===== src/rtl/ow_pkg.sv =====
package ow_pkg;
  localparam int US_W = 10;

  typedef enum logic [1:0] {
    OP_RESET = 2'b00,
    OP_WRITE = 2'b01,
    OP_TOUCH = 2'b10,
    OP_NONE  = 2'b11
  } op_e;

  typedef enum logic [1:0] {ST_IDLE, ST_LOW, ST_REL, ST_TAIL} st_e;

  typedef struct packed {
    logic [US_W-1:0] low_us;
    logic [US_W-1:0] samp_us;
    logic [US_W-1:0] tail_us;
    logic            keep;
  } shape_t;

  // Bit-1 slots share one shape; write-0 sample point is a dummy split of its recovery.
  function automatic shape_t shape_of(input op_e op, input logic b);
    shape_t s;
    case (op)
      OP_RESET: s = '{low_us: US_W'(500), samp_us: US_W'(70), tail_us: US_W'(430), keep: 1'b1};
      default: begin
        if (b) s = '{low_us: US_W'(6),  samp_us: US_W'(9), tail_us: US_W'(55), keep: (op == OP_TOUCH)};
        else   s = '{low_us: US_W'(60), samp_us: US_W'(5), tail_us: US_W'(5),  keep: 1'b0};
      end
    endcase
    return s;
  endfunction
endpackage


===== src/rtl/ow_sync.sv =====
module ow_sync #(
  parameter int  STAGES    = 2,
  parameter logic RESET_VAL = 1'b1
) (
  input  logic clk_i,
  input  logic rst_ni,
  input  logic d_i,
  output logic q_o
);
  logic [STAGES-1:0] chain_q;

  always_ff @(posedge clk_i or negedge rst_ni) begin
    if (!rst_ni) chain_q <= {STAGES{RESET_VAL}};
    else         chain_q <= {chain_q[STAGES-2:0], d_i};
  end

  assign q_o = chain_q[STAGES-1];
endmodule


===== src/rtl/ow_us_tick.sv =====
module ow_us_tick #(
  parameter int CLKS_PER_US = 100,
  parameter int COEF_W      = 4
) (
  input  logic              clk_i,
  input  logic              rst_ni,
  input  logic              restart_i,
  input  logic [COEF_W-1:0] coef_i,
  output logic              tick_o
);
  localparam int PRE_W = (CLKS_PER_US > 1) ? $clog2(CLKS_PER_US) : 1;

  logic [PRE_W-1:0]  pre_q;
  logic [COEF_W-1:0] rep_q, coef_q;
  logic              pre_wrap;

  assign pre_wrap = (pre_q == PRE_W'(CLKS_PER_US - 1));
  assign tick_o   = pre_wrap && (rep_q == coef_q - 1'b1);

  always_ff @(posedge clk_i or negedge rst_ni) begin
    if (!rst_ni) begin
      pre_q  <= '0;
      rep_q  <= '0;
      coef_q <= COEF_W'(1);
    end else if (restart_i) begin
      pre_q  <= '0;
      rep_q  <= '0;
      coef_q <= (coef_i == '0) ? COEF_W'(1) : coef_i;
    end else if (pre_wrap) begin
      pre_q <= '0;
      rep_q <= tick_o ? '0 : rep_q + 1'b1;
    end else begin
      pre_q <= pre_q + 1'b1;
    end
  end

  AST_TICK_SPACED: assert property (@(posedge clk_i) disable iff (!rst_ni)
    (tick_o && !restart_i && CLKS_PER_US > 1) |=> !tick_o);
  AST_COEF_NONZERO: assert property (@(posedge clk_i) disable iff (!rst_ni)
    coef_q != '0);
endmodule


===== src/rtl/ow_slot_fsm.sv =====
module ow_slot_fsm
  import ow_pkg::*;
(
  input  logic clk_i,
  input  logic rst_ni,
  input  logic start_i,
  input  op_e  op_i,
  input  logic bit_i,
  input  logic tick_i,
  input  logic line_i,
  output logic pull_o,
  output logic busy_o,
  output logic done_o,
  output logic bit_o
);
  st_e             st_q;
  shape_t          shp_q;
  logic [US_W-1:0] cnt_q;
  logic            done_q, bit_q;
  logic [US_W-1:0] limit;
  logic            phase_end;

  always_comb begin
    case (st_q)
      ST_LOW:  limit = shp_q.low_us;
      ST_REL:  limit = shp_q.samp_us;
      default: limit = shp_q.tail_us;
    endcase
  end

  assign phase_end = tick_i && (cnt_q == limit - 1'b1);

  always_ff @(posedge clk_i or negedge rst_ni) begin
    if (!rst_ni) begin
      st_q   <= ST_IDLE;
      shp_q  <= '0;
      cnt_q  <= '0;
      done_q <= 1'b0;
      bit_q  <= 1'b0;
    end else begin
      done_q <= 1'b0;
      if (start_i) begin
        st_q  <= ST_LOW;
        shp_q <= shape_of(op_i, bit_i);
        cnt_q <= '0;
      end else if (st_q != ST_IDLE && tick_i) begin
        if (!phase_end) begin
          cnt_q <= cnt_q + 1'b1;
        end else begin
          cnt_q <= '0;
          case (st_q)
            ST_LOW: st_q <= ST_REL;
            ST_REL: begin
              st_q  <= ST_TAIL;
              bit_q <= shp_q.keep ? line_i : 1'b0;
            end
            default: begin
              st_q   <= ST_IDLE;
              done_q <= 1'b1;
            end
          endcase
        end
      end
    end
  end

  assign pull_o = (st_q == ST_LOW);
  assign busy_o = (st_q != ST_IDLE);
  assign done_o = done_q;
  assign bit_o  = bit_q;

  AST_START_WHEN_IDLE: assert property (@(posedge clk_i) disable iff (!rst_ni)
    start_i |-> (st_q == ST_IDLE));
  AST_DONE_NOT_BUSY: assert property (@(posedge clk_i) disable iff (!rst_ni)
    done_o |-> !busy_o);
  AST_DONE_PULSE: assert property (@(posedge clk_i) disable iff (!rst_ni)
    done_o |=> !done_o);
  AST_HOLD_NO_TICK: assert property (@(posedge clk_i) disable iff (!rst_ni)
    (busy_o && !tick_i) |=> (st_q == $past(st_q)));
  AST_LOW_THEN_REL: assert property (@(posedge clk_i) disable iff (!rst_ni)
    $fell(pull_o) |-> (st_q == ST_REL));
endmodule


===== src/rtl/onewire_slot_master.sv =====
module onewire_slot_master #(
  parameter int CLKS_PER_US = 100,
  parameter int COEF_W      = 4
) (
  input  logic              clk_i,
  input  logic              rst_ni,
  input  logic              cmd_valid_i,
  input  logic [1:0]        cmd_op_i,
  input  logic              cmd_bit_i,
  input  logic [COEF_W-1:0] coef_i,
  input  logic              line_i,
  output logic              pull_o,
  output logic              busy_o,
  output logic              done_o,
  output logic              bit_o
);
  import ow_pkg::*;

  logic line_s, tick, start;
  op_e  op;

  assign op    = op_e'(cmd_op_i);
  assign start = cmd_valid_i && !busy_o && (op != OP_NONE);

  ow_sync #(.STAGES(2), .RESET_VAL(1'b1)) u_sync (
    .clk_i (clk_i),
    .rst_ni(rst_ni),
    .d_i   (line_i),
    .q_o   (line_s)
  );

  ow_us_tick #(.CLKS_PER_US(CLKS_PER_US), .COEF_W(COEF_W)) u_tick (
    .clk_i    (clk_i),
    .rst_ni   (rst_ni),
    .restart_i(start),
    .coef_i   (coef_i),
    .tick_o   (tick)
  );

  ow_slot_fsm u_fsm (
    .clk_i  (clk_i),
    .rst_ni (rst_ni),
    .start_i(start),
    .op_i   (op),
    .bit_i  (cmd_bit_i),
    .tick_i (tick),
    .line_i (line_s),
    .pull_o (pull_o),
    .busy_o (busy_o),
    .done_o (done_o),
    .bit_o  (bit_o)
  );

  AST_PULL_ONLY_BUSY: assert property (@(posedge clk_i) disable iff (!rst_ni)
    pull_o |-> busy_o);
  AST_RESERVED_IDLE: assert property (@(posedge clk_i) disable iff (!rst_ni)
    (cmd_valid_i && cmd_op_i == 2'b11 && !busy_o) |=> !busy_o);
  AST_BUSY_ON_ACCEPT: assert property (@(posedge clk_i) disable iff (!rst_ni)
    (cmd_valid_i && cmd_op_i != 2'b11 && !busy_o) |=> (busy_o && !done_o));
endmodule


===== config.mk =====
export PLATFORM = sky130hd
export DESIGN_NAME = onewire_slot_master
export DESIGN_NICKNAME = d
export VERILOG_FILES = /design/src/rtl/ow_pkg.sv /design/src/rtl/ow_sync.sv /design/src/rtl/ow_us_tick.sv /design/src/rtl/ow_slot_fsm.sv /design/src/rtl/onewire_slot_master.sv
export SDC_FILE = /design/constraint.sdc
export NUM_CORES = 1
export LEC_CHECK = 0
export ABC_AREA = 1
export BUFFER_PORTS_ARGS = -buffer_cell sky130_fd_sc_hd__clkbuf_2
export CAP_MARGIN = 0
export CORE_ASPECT_RATIO = 0.75
export CORE_UTILIZATION = 50
export CTS_CLUSTER_SIZE = 25
export DETAILED_ROUTE_END_ITERATION = 7
export GPL_TIMING_DRIVEN = 0
export PLACE_DENSITY = 0.79
export SYNTH_ARGS = -nofsm -noshare
export SYNTH_HDL_FRONTEND = slang
export SYNTH_SLANG_ARGS = --single-unit

===== constraint.sdc =====
create_clock -name clk_i -period 2.5 [get_ports clk_i]
set_input_delay 0.5 -clock clk_i [delete_from_list [all_inputs] [get_ports clk_i]]
set_output_delay 0.5 -clock clk_i [all_outputs]
set_load 0.02 [all_outputs]

# After elaboration in Yosys (flattened, before gate mapping)
# Index checks and enable logic that the tools add are counted.
classes:
  muxes: 21
  n_addsub: 5
  bitwise_logic: 1
  n_reduce_logical: 15
  eq_ne: 7
ops:
  columns: ["cell", "n"]
  rows:
  - ["two-way mux 31 bit", 1]
  - ["two-way mux 10 bit", 3]
  - ["two-way mux 27 bit", 1]
  - ["case mux 10 bit (2 select lines)", 1]
  - ["two-way mux 4 bit", 4]
  - ["two-way mux 7 bit", 2]
  - ["adder 10 x 1 -> 10 bit, second input constant", 1]
  - ["== test 10 bit", 1]
  - ["subtractor 10 x 1 -> 10 bit, second input constant", 1]
  - ["nonzero test 2 bit", 4]
  - ["adder 7 x 1 -> 7 bit, second input constant", 1]
  - ["== test 7 bit, second input constant", 1]
  - ["two-way mux 2 bit", 3]
  - ["logical AND 1 bit", 5]
  - ["two-way mux 1 bit", 5]
  - ["adder 4 x 1 -> 4 bit, second input constant", 1]
  - ["== test 2 bit, second input constant", 2]
  - ["== test 4 bit", 1]
  - ["logical NOT 4 bit", 1]
  - ["case mux 2 bit (2 select lines)", 1]
  - ["AND reduction 4 bit", 1]
  - ["subtractor 4 x 1 -> 4 bit, second input constant", 1]
  - ["== test 2 x 1 -> 1 bit, second input constant", 1]
  - ["logical NOT 2 bit", 1]
  - ["5 further kinds", 5]
word_totals:
  regBits: 62
  elab_cells: 61
  input_bits: 11

# Longest topological paths before layout
# Gate-level depths: netlist (run 1).
depth:
  depth_word: 8
  ltp_mapped: 18

# Modules after synthesis
# A second synthesis (run 1) with hierarchy kept.
unflattened:
  hier_cells: 368
  hier_area_um2: 2657.5
by_module_without_submodules:
  columns: ["module", "area_per_inst_um2", "cells_each", "instances"]
  rows:
  - ["ow_slot_fsm", 1707.9, 247, 1]
  - ["ow_us_tick", 878.3, 114, 1]
  - ["ow_sync", 52.6, 2, 1]
  - ["onewire_slot_master", 18.8, 5, 1]

# Least setup slack after synthesis (run 1)
# No wires, ideal clock.
synth_timing:
  path_kind: "register to register"
  startpoint: "register u_fsm.st_q[1]"
  endpoint: "register u_fsm.cnt_q[2]"
  required_time_ns: 2.377
  path_stages_with_launch: 17
  setup_ns: 0.123
  synth_period_minus_slack_ns: 2.451
  arrival_ns: 2.329
  path_slack_ns: 0.049
  cell_sequence: "dfrtp_1 -> inv_1 -> ha_1 -> nand3_1 -> nand3_2 -> inv_1 -> ha_1 -> xor2_1 -> nand2_1 -> nor2_1 -> nand3_1 -> nor2_1 -> nand2_2 -> nor2_4 -> nand2_4 -> nand2_8 -> a21oi_2"
synth_via:
  elab_chain_cells: 8
  word_cells_on_any_way: 15
  cone_classes: "add/sub (1); eq/ne (3); mux (4); reduce/logical (7)"
synth_rtl:
  columns: ["item", "line", "text"]
  rows:
  - ["start, declared", "ow_slot_fsm.sv:16", "st_e st_q;"]
  - ["start signal, assigned", "ow_slot_fsm.sv:35", "st_q <= ST_IDLE;"]
  - ["start signal, assigned", "ow_slot_fsm.sv:43", "st_q <= ST_LOW;"]
  - ["start signal, assigned", "ow_slot_fsm.sv:52", "ST_LOW: st_q <= ST_REL;"]
  - ["== test 2 x 1 -> 1 bit", null, null]
  - ["named net pull_o", "onewire_slot_master.sv:12", "output logic pull_o,"]
  - ["case mux 10 bit (2 select lines)", "ow_slot_fsm.sv:24", "case (st_q)"]
  - ["subtractor 10 x 1 -> 10 bit", "ow_slot_fsm.sv:31", "assign phase_end = tick_i && (cnt_q == limit - 1'b1);"]
  - ["== test 10 bit", "ow_slot_fsm.sv:31", null]
  - ["logical AND 1 bit", "ow_slot_fsm.sv:31", null]
  - ["two-way mux 10 bit", "ow_slot_fsm.sv:47", "if (!phase_end) begin"]
  - ["two-way mux 10 bit", "ow_slot_fsm.sv:46", "end else if (st_q != ST_IDLE && tick_i) begin"]
  - ["two-way mux 10 bit", "ow_slot_fsm.sv:42", "if (start_i) begin"]
  - ["end signal, assigned", "ow_slot_fsm.sv:48", "cnt_q <= cnt_q + 1'b1;"]
  - ["end, declared", "ow_slot_fsm.sv:18", "logic [US_W-1:0] cnt_q;"]
# The timed path passes the listed nets, and every way through them passes these cells. The select of a mux whose other input is x is not followed.
# A chain may end at the register's enable or synchronous reset.

# Worst setup path in the final report (run 1)
layout_timing:
  startpoint: "register u_fsm.st_q[0]"
  endpoint: "register u_fsm.bit_q (netlist: u_fsm.bit_o)"
layout_via:
  elab_chain_cells: 6
  word_cells_on_any_way: 13
  cone_classes: "add/sub (1); eq/ne (3); mux (1); bitwise (1); reduce/logical (7)"
layout_rtl:
  columns: ["item", "line", "text"]
  rows:
  - ["== test 2 bit (tied with other cells)", "ow_slot_fsm.sv:24, ow_slot_fsm.sv:51", null]
  - ["case mux 10 bit (2 select lines) or logical NOT 1 bit (tied branches)", "ow_slot_fsm.sv:24, onewire_slot_master.sv:23", null]
  - ["subtractor 10 x 1 -> 10 bit or logical AND 1 bit (tied branches)", "ow_slot_fsm.sv:31, onewire_slot_master.sv:23", null]
  - ["== test 10 bit or logical AND 1 bit (tied branches)", "ow_slot_fsm.sv:31, onewire_slot_master.sv:23", null]
  - ["logical AND 1 bit or NOT 1 bit (tied branches)", null, null]
  - ["AND reduction 4 bit (no line) *", null, null]
  - ["end signal, assigned", "ow_slot_fsm.sv:55", "bit_q <= shp_q.keep ? line_i : 1'b0;"]
  - ["end, declared", "ow_slot_fsm.sv:19", "logic done_q, bit_q;"]
# Every way passes the cells marked *; elsewhere a longest branch is shown, timed or not.

==> reports/results.txt, run 1 <==
Multi-input gate area: 0.00155 mm^2
Hold Crit Endpoint: u_sync.chain_q[0]$_DFF_PN1_
Worst Hold Depth: 1
P_leak: 1.67 nW
Final clock skew: 0.00975 ns
CTS tree: yes
Pre-antenna DRT Iters: 4
Relative slew slack: 35.6%
Via density: 5.27
Core ar.: 0.00501 mm^2
DP Worst Slack: -0.325 ns
Power Dens Cells: 406 mW/mm^2
DR vias: 2,503
Chip Width: 86.2 um
Crit path cell chain: inv_2 > ha_4 > buf_8 > buf_4 > buf_4 > nand3_2 > nand3_4 > nor2_4 > nand3_1 > nand2_1 > inv_1 > nor2_2 > nand2_2 > nor2_4 > nand4_1 > nand2_1 > nand2_1
Post-DP HPWL: 4520 um
Setup violations, final: 13
Reg2reg start: u_fsm.st_q[0]$_DFFE_PN0P_
Area leader, netlist: dfrtp_1
Slew at the pin with the worst max-slew slack: 0.966 ns
Gate Count Post-Synth: 369
Critical setup path kind: flip-flop to flip-flop
Sequential share of the synthesized area: 36.9%
EDFF count, synth: 0
Outcome: finished, violations left
Max-slew violations: 0
Number of library cell types mapped by synthesis: 37
Seq cells post-synth: 39
Vias in the first global route: 2,459
Post-route ant nets: 0
Min-Delay Path Class: input port to flip-flop
Ranking of synthesized cells by area: dfrtp_1, nand2_1, nand3_1
Main flop type after synthesis: dfrtp_1
Most used cell, CP: nand2_1
Deepest clock path buffer count: 2
GRT Total Usage: 25.2%
Final WL: 6390 um
Fmax achieved: 389 MHz
Yosys warns: 0
Most frequent cells in the layout: nand2_1, inv_1, nand3_1
CP max stage cell: dfrtp_1
Overflow after GRT: 0
CP endpoint kind: flip-flop
Die Area: 0.00561 mm^2
RSZ-0062 raised after global routing: yes
Mean Syn Cell Area: 7.20 um^2
Share of the synthesized area in the top cell type: 33.9%
Area of the mapped netlist: 0.00266 mm^2
Area Growth Syn to Fin: 18.9%
Critical Path AT: 2.76 ns
First-pass GRT wire length: 10,900 um
Fill count: 431
CP required: 2.69 ns
Die H: 65.1 um
Area of all sequential standard cells: 980 um^2
HP Start: line_i
RR Endpoint: u_fsm.bit_o$_DFFE_PN0P_
Clock-pin slew on the worst setup and hold paths: 0.08 ns
Antenna cells: 0
Synthesized net count: 389
Worst Reg-to-Reg Cells: 17
Starting Density: 53.0%
Total chip power: 0.00128 W
Peak supply drop: 0.000387 V
CTS Buf Count: 5
Failing checks: setup timing
Initial antenna violation count: 0
Max FO, Critical Path: 6
I/O Pins: 15
Critical path's largest stage delay: 0.40 ns
Async SR Flop Fraction: 100%
Share of cells above drive strength 1: 23.3%
CTS sink count: 39
Clk root buf: clkbuf_8
Worst-Skew Late Latency: 0.30 ns
Commonest non-fill, non-tap cell in the layout: nand2_1
Max_cap viols: 0
DR WL/cell: 13.5 um
Initial drt markers: 139
I/O Buffers: 14
Final worst slack: -0.0697 ns
DR DRC count: 0
Endpoints failing hold: 0
H-tree levels: 2
Core Rows: 22
Min cycle time layout: 2.57 ns
Startpoint Class: flip-flop
Final GP Congestion: 0.959
Slack of the worst reg-to-reg path: -0.07 ns
Nets: 422
Final period util: 103%
Largest net degree at the start of global routing: 40
worst max-delay path, delay by kind of cell, from the launching register on:
| family | cells | cell delay, ns |
|---|---|---|
| and+or+nand+nor | 11 | 1.25 |
| buffers and inverters | 5 | 0.58 |
| DFF | 1 | 0.40 |
| adders and majority gates | 1 | 0.22 |
sequential cells by signal, indices dropped and copies added (netlist names):
signal and flops:
u_sync.chain_q 2, u_fsm.done_o 1, u_tick.rep_q 4, u_fsm.bit_o 1, u_fsm.st_q 2, u_fsm.cnt_q 10, u_tick.coef_q 4, u_tick.pre_q 7
u_fsm.shp_q 8
final cells by class:
cell class | instances | share of cell area, %
multi-input combinational | 269 | 49.2
clock buffer | 6 | 2.30
sequential | 39 | 31.0
timing repair buffer | 26 | 5.07
inverter | 58 | 7.01
tap | 72 | 2.85
clock inverter | 2 | 1.90
buffer | 3 | 0.713
how the worst max path moves through the flow:
| stage | start | endpoint | slack [ns] | cells after the start |
|---|---|---|---|---|
| 2_1_floorplan | u_fsm.st_q[1]$_DFFE_PN0P_ | u_fsm.cnt_q[2]$_DFFE_PN0P_ | 0.05 | 16 |
| 5_1_grt | u_fsm.st_q[0]$_DFFE_PN0P_ | u_fsm.st_q[0]$_DFFE_PN0P_ | -0.23 | 17 |
| 4_1_cts | u_fsm.st_q[0]$_DFFE_PN0P_ | u_fsm.cnt_q[2]$_DFFE_PN0P_ | -0.04 | 17 |
| 3_5_place_dp | u_fsm.st_q[0]$_DFFE_PN0P_ | u_fsm.cnt_q[2]$_DFFE_PN0P_ | -0.32 | 17 |
| 3_3_place_gp | u_fsm.st_q[1]$_DFFE_PN0P_ | u_fsm.cnt_q[2]$_DFFE_PN0P_ | -0.21 | 17 |
| 6_report | u_fsm.st_q[0]$_DFFE_PN0P_ | u_fsm.bit_o$_DFFE_PN0P_ | -0.07 | 17 |
stage by stage:
step	area [um^2]	cells	hold WS, ns	setup TNS [ns]	utilization [%]
global route	3160	475	0.276	-1.93	63.1
floorplan	2660	369	0.204	0	-
detailed placement	2820	455	0.348	-4.27	56.2
finish	3160	475	0.283	-0.474	63.1
CTS	3100	474	0.277	-0.223	61.8
global placement	2820	455	0.347	-2.58	56.2
routing by layer:
| metal | vias up | GRT usage (%) | part of all wire (%) |
|---|---|---|---|
| met1 | 1183 | 32.0 | 46 |
| met3 | 13 | 5.03 | 4.7 |
| met4 | 0 | 8.96 | 1.9 |
| li1 | 1245 | - | - |
| met5 | - | 0 | 0 |
| met2 | 62 | 43.0 | 47 |
where the power goes:
group,switching (W),internal [W]
clock,0.000227,0.000399
sequential,0.000000418,0.000633
combinational,0.0000178,0.00000671
total,0.000245,0.00104
cell usage after synthesis (2+ instances only):
cell and number:
xor2_1 7, nand2_2 5, nand3_2 8, nand3_1 42, nor2_1 36, dfstp_2 3, ha_1 9, nand4_1 9
nor2_4 3, clkbuf_1 2, inv_1 52, nand2_1 102, o22ai_1 3, a21oi_1 6, inv_2 3, xnor2_1 2
o21ai_0 9, or2_2 2, nand2_4 3, nor3_1 3, o21ai_2 6, nor4_1 2, dfrtp_1 36, clkinv_1 3
kinds of logic (layout without fill, tap and decap cells):
family	count (synthesis)	after routing	synth area share, %
XOR/XNOR	9	9	2.97
flip-flops	39	39	36.9
AND/OR/NAND/NOR	219	219	39.3
multiplexers	1	1	0.377
AO/OA/AOI/OAI	31	31	7.39
adder cells (fa/ha/maj)	9	9	4.24
buffers and inverters	61	95	8.90
timing repair:
action | 4_1_cts | 5_1_grt
setup buffers | 11 | 1
hold buffers | 0 | 0
cloned | 0 | 0
endpoints found under the hold margin | 0 | 0
endpoints found under the setup margin | 14 | 14
pin swaps | 12 | 17
gates resized for setup | 17 | 14
(Power assumes the default switching activity.)
==> run 2: changes to the inputs <==
- CAP_MARGIN: 0 -> 20
- CELL_PAD_IN_SITES_DETAIL_PLACEMENT: unset -> 1
- CELL_PAD_IN_SITES_GLOBAL_PLACEMENT: unset -> 1
- CORE_UTILIZATION: 50 -> 40
- PLACE_DENSITY: 0.79 -> 0.86
==> run 2 against run 1 <==
Clock power grew 0.8%; clock skew shrank 0.00051 ns; flip-flop and latch count is the same; core utilization shrank 13 points; the flow still finishes with violations (setup timing); hold slack lost 0.20 ns; non-clock buffer count shrank 1; highest routed layer unchanged; die area grew 24%; count of clock-buffer cells in the layout is the same; fmax shrank 1.1%; setup slack lost 0.030 ns; sequential share of layout area shrank 0.21 points.
==> reports/results.txt, run 2 (synthesized netlist as in run 1, its figures left out) <==
Critical setup path kind: flip-flop to flip-flop
Vias in the first global route: 2,752 (+12%)
Final worst slack: -0.0993 ns (-0.0296 ns)
Fmax achieved: 385 MHz (-1.1%)
Critical path's largest stage delay: 0.38 ns (-0.02 ns)
GRT Total Usage: 25.0% (-0.16 points)
Deepest clock path buffer count: 2 (unchanged)
CP required: 2.69 ns (about the same)
Clock-pin slew on the worst setup and hold paths: 0.08 ns (about the same)
CTS tree: yes
H-tree levels: 2 (unchanged)
Antenna cells: 0 (unchanged)
Post-route ant nets: 0 (unchanged)
Largest net degree at the start of global routing: 40 (unchanged)
DP Worst Slack: -0.386 ns (-0.0615 ns)
Critical Path AT: 2.79 ns (+0.03 ns)
Initial drt markers: 91 (-35%)
Relative slew slack: 54.8% (+19 points)
Total chip power: 0.00129 W (+0.72%)
Final core occ: 50.1% (-13 points)
Max-slew violations: 0 (unchanged)
Bufs and invs on worst path: 3 (-2)
Power Dens Cells: 407 mW/mm^2 (about the same)
Failing checks: setup timing
Largest register FFs: 10 (unchanged)
CTS Buf Count: 5 (unchanged)
Commonest non-fill, non-tap cell in the layout: nand2_1
Nets: 421 (-0.24%)
Min cycle time layout: 2.60 ns (+0.0296 ns)
Pre-antenna DRT Iters: 4 (unchanged)
DR WL/cell: 16.6 um (+24%)
DR DRC count: 0 (unchanged)
Initial antenna violation count: 0 (unchanged)
Clk root buf: clkbuf_8
Area Growth Syn to Fin: 19.7%
Final WL: 8040 um (+26%)
Final period util: 104% (+1.2 points)
Endpoints failing hold: 0 (unchanged)
Hold WS: 0.0862 ns (-0.197 ns)
Final GP Congestion: 0.796 (-17%)
CP delay by family, top: simple AND/OR/NAND/NOR gates
Min-Delay Path Class: input port to async pin
Chip Width: 96.1 um (+12%)
Die H: 72.6 um (+11%)
Core Rows: 25 (+14%)
Max FO, Critical Path: 6 (unchanged)
Setup TNS: -1.02 ns (-0.542 ns)
I/O Buffers: 14 (unchanged)
Crit path cell chain: inv_2 > ha_4 > buf_8 > nand3_2 > nand3_2 > inv_2 > ha_4 > xor2_1 > nand2_1 > nor2_4 > nand3_2 > nor2_2 > nand2_2 > nor2_4 > nand4_1 > nand2_1 > nand2_1
RSZ-0062 raised after global routing: yes
Top Registers: u_fsm.cnt_q x10, u_fsm.shp_q x8, u_tick.pre_q x7
Outcome: finished, violations left
Slew at the pin with the worst max-slew slack: 0.678 ns (-0.288 ns)
Worst-Skew Late Latency: 0.30 ns (about the same)
Final clock skew: 0.00924 ns (-0.000505 ns)
Via density: 5.39 (+2.2%)
P_leak: 1.66 nW (-0.83%)
Die Area: 0.00698 mm^2 (+24%)
Startpoint Class: flip-flop
Max_cap viols: 0 (unchanged)
CP max stage cell: dfrtp_1
Fill count: 802 (+86%)
CTS hold repair buffers: 0 (unchanged)
DR vias: 2,602 (+4.0%)
Peak supply drop: 0.000180 V (-54%)
Starting Density: 41.9% (-11 points)
Post-DP HPWL: 5690 um (+26%)
Overflow after GRT: 0 (unchanged)
Share of cells above drive strength 1: 23.4% (+0.058 points)
I/O Pins: 15 (unchanged)
First-pass GRT wire length: 13,200 um (+21%)
CP endpoint kind: flip-flop
CTS sink count: 39 (unchanged)
Setup violations, final: 13 (unchanged)
Core ar.: 0.00635 mm^2 (+27%)
Most frequent cells in the layout: nand2_1, inv_1, nand3_1
Largest Register: u_fsm.cnt_q
## run 2: cell count changes in the layout (fill, tap and decap cells not counted)
cell	before	now
buf_12	0	1
buf_4	12	10
nand3_1	39	38
nand3_2	8	9
## run 2: metrics by stage
step | std cells | cell area, um^2
floorplan | 369 | 2660
global placement | 464 | 2830
detailed placement | 464 | 2830
CTS | 481 | 3090
global route | 483 | 3180
finish | 483 | 3180
## run 2: path summary, 6_finish.rpt
check	from	endpoint	slack, ns	cells after the start
hold / removal	rst_ni	u_fsm.cnt_q[8]$_DFFE_PN0P_	0.09	1
hold reg to reg	u_sync.chain_q[0]$_DFF_PN1_	u_sync.chain_q[1]$_DFF_PN1_	0.36	0
setup reg to reg	u_fsm.st_q[0]$_DFFE_PN0P_	u_fsm.bit_o$_DFFE_PN0P_	-0.1	17
setup / recovery	u_fsm.st_q[0]$_DFFE_PN0P_	u_fsm.bit_o$_DFFE_PN0P_	-0.1	17
max in group asynchronous	rst_ni	u_sync.chain_q[0]$_DFF_PN1_	1.89	2
min in group clk_i	line_i	u_sync.chain_q[0]$_DFF_PN1_	0.28	1
## run 2: report_power, final
group / switching [W] / internal (W) / total (W) / leakage (nW)
clock: 0.000232 / 0.000399 / 0.000631 / 0.0654
sequential: 0.000000361 / 0.000633 / 0.000634 / 0.493
combinational: 0.0000191 / 0.00000986 / 0.0000290 / 1.10
## run 2: area by class of cell
type	instances	area, um^2	area share [%]
Clock buffer	6	72.6	2.28
Multi-Input combinational cell	269	1560	49.0
Buffer	3	22.5	0.708
Tap cell	81	101	3.19
Timing Repair Buffer	25	165	5.19
Inverter	58	221	6.96
Sequential cell	39	980	30.8
Clock inverter	2	60.1	1.89
## run 2: timing repair
action | 4_1_cts | 5_1_grt
buffers inserted | 9 | 1
setup endpoints to repair | 14 | 14
pin swaps | 12 | 21
gates resized for setup | 15 | 17
## run 2: per-layer routing
metal	part of all wire (%)	up-vias	wire length, um	GRT usage, %
li1	-	1241	-	-
met1	44	1295	3530	30.8
met2	51	42	4080	44.6
met3	2.5	24	197	3.85
met4	3.0	0	240	8.62
met5	0	-	0	0
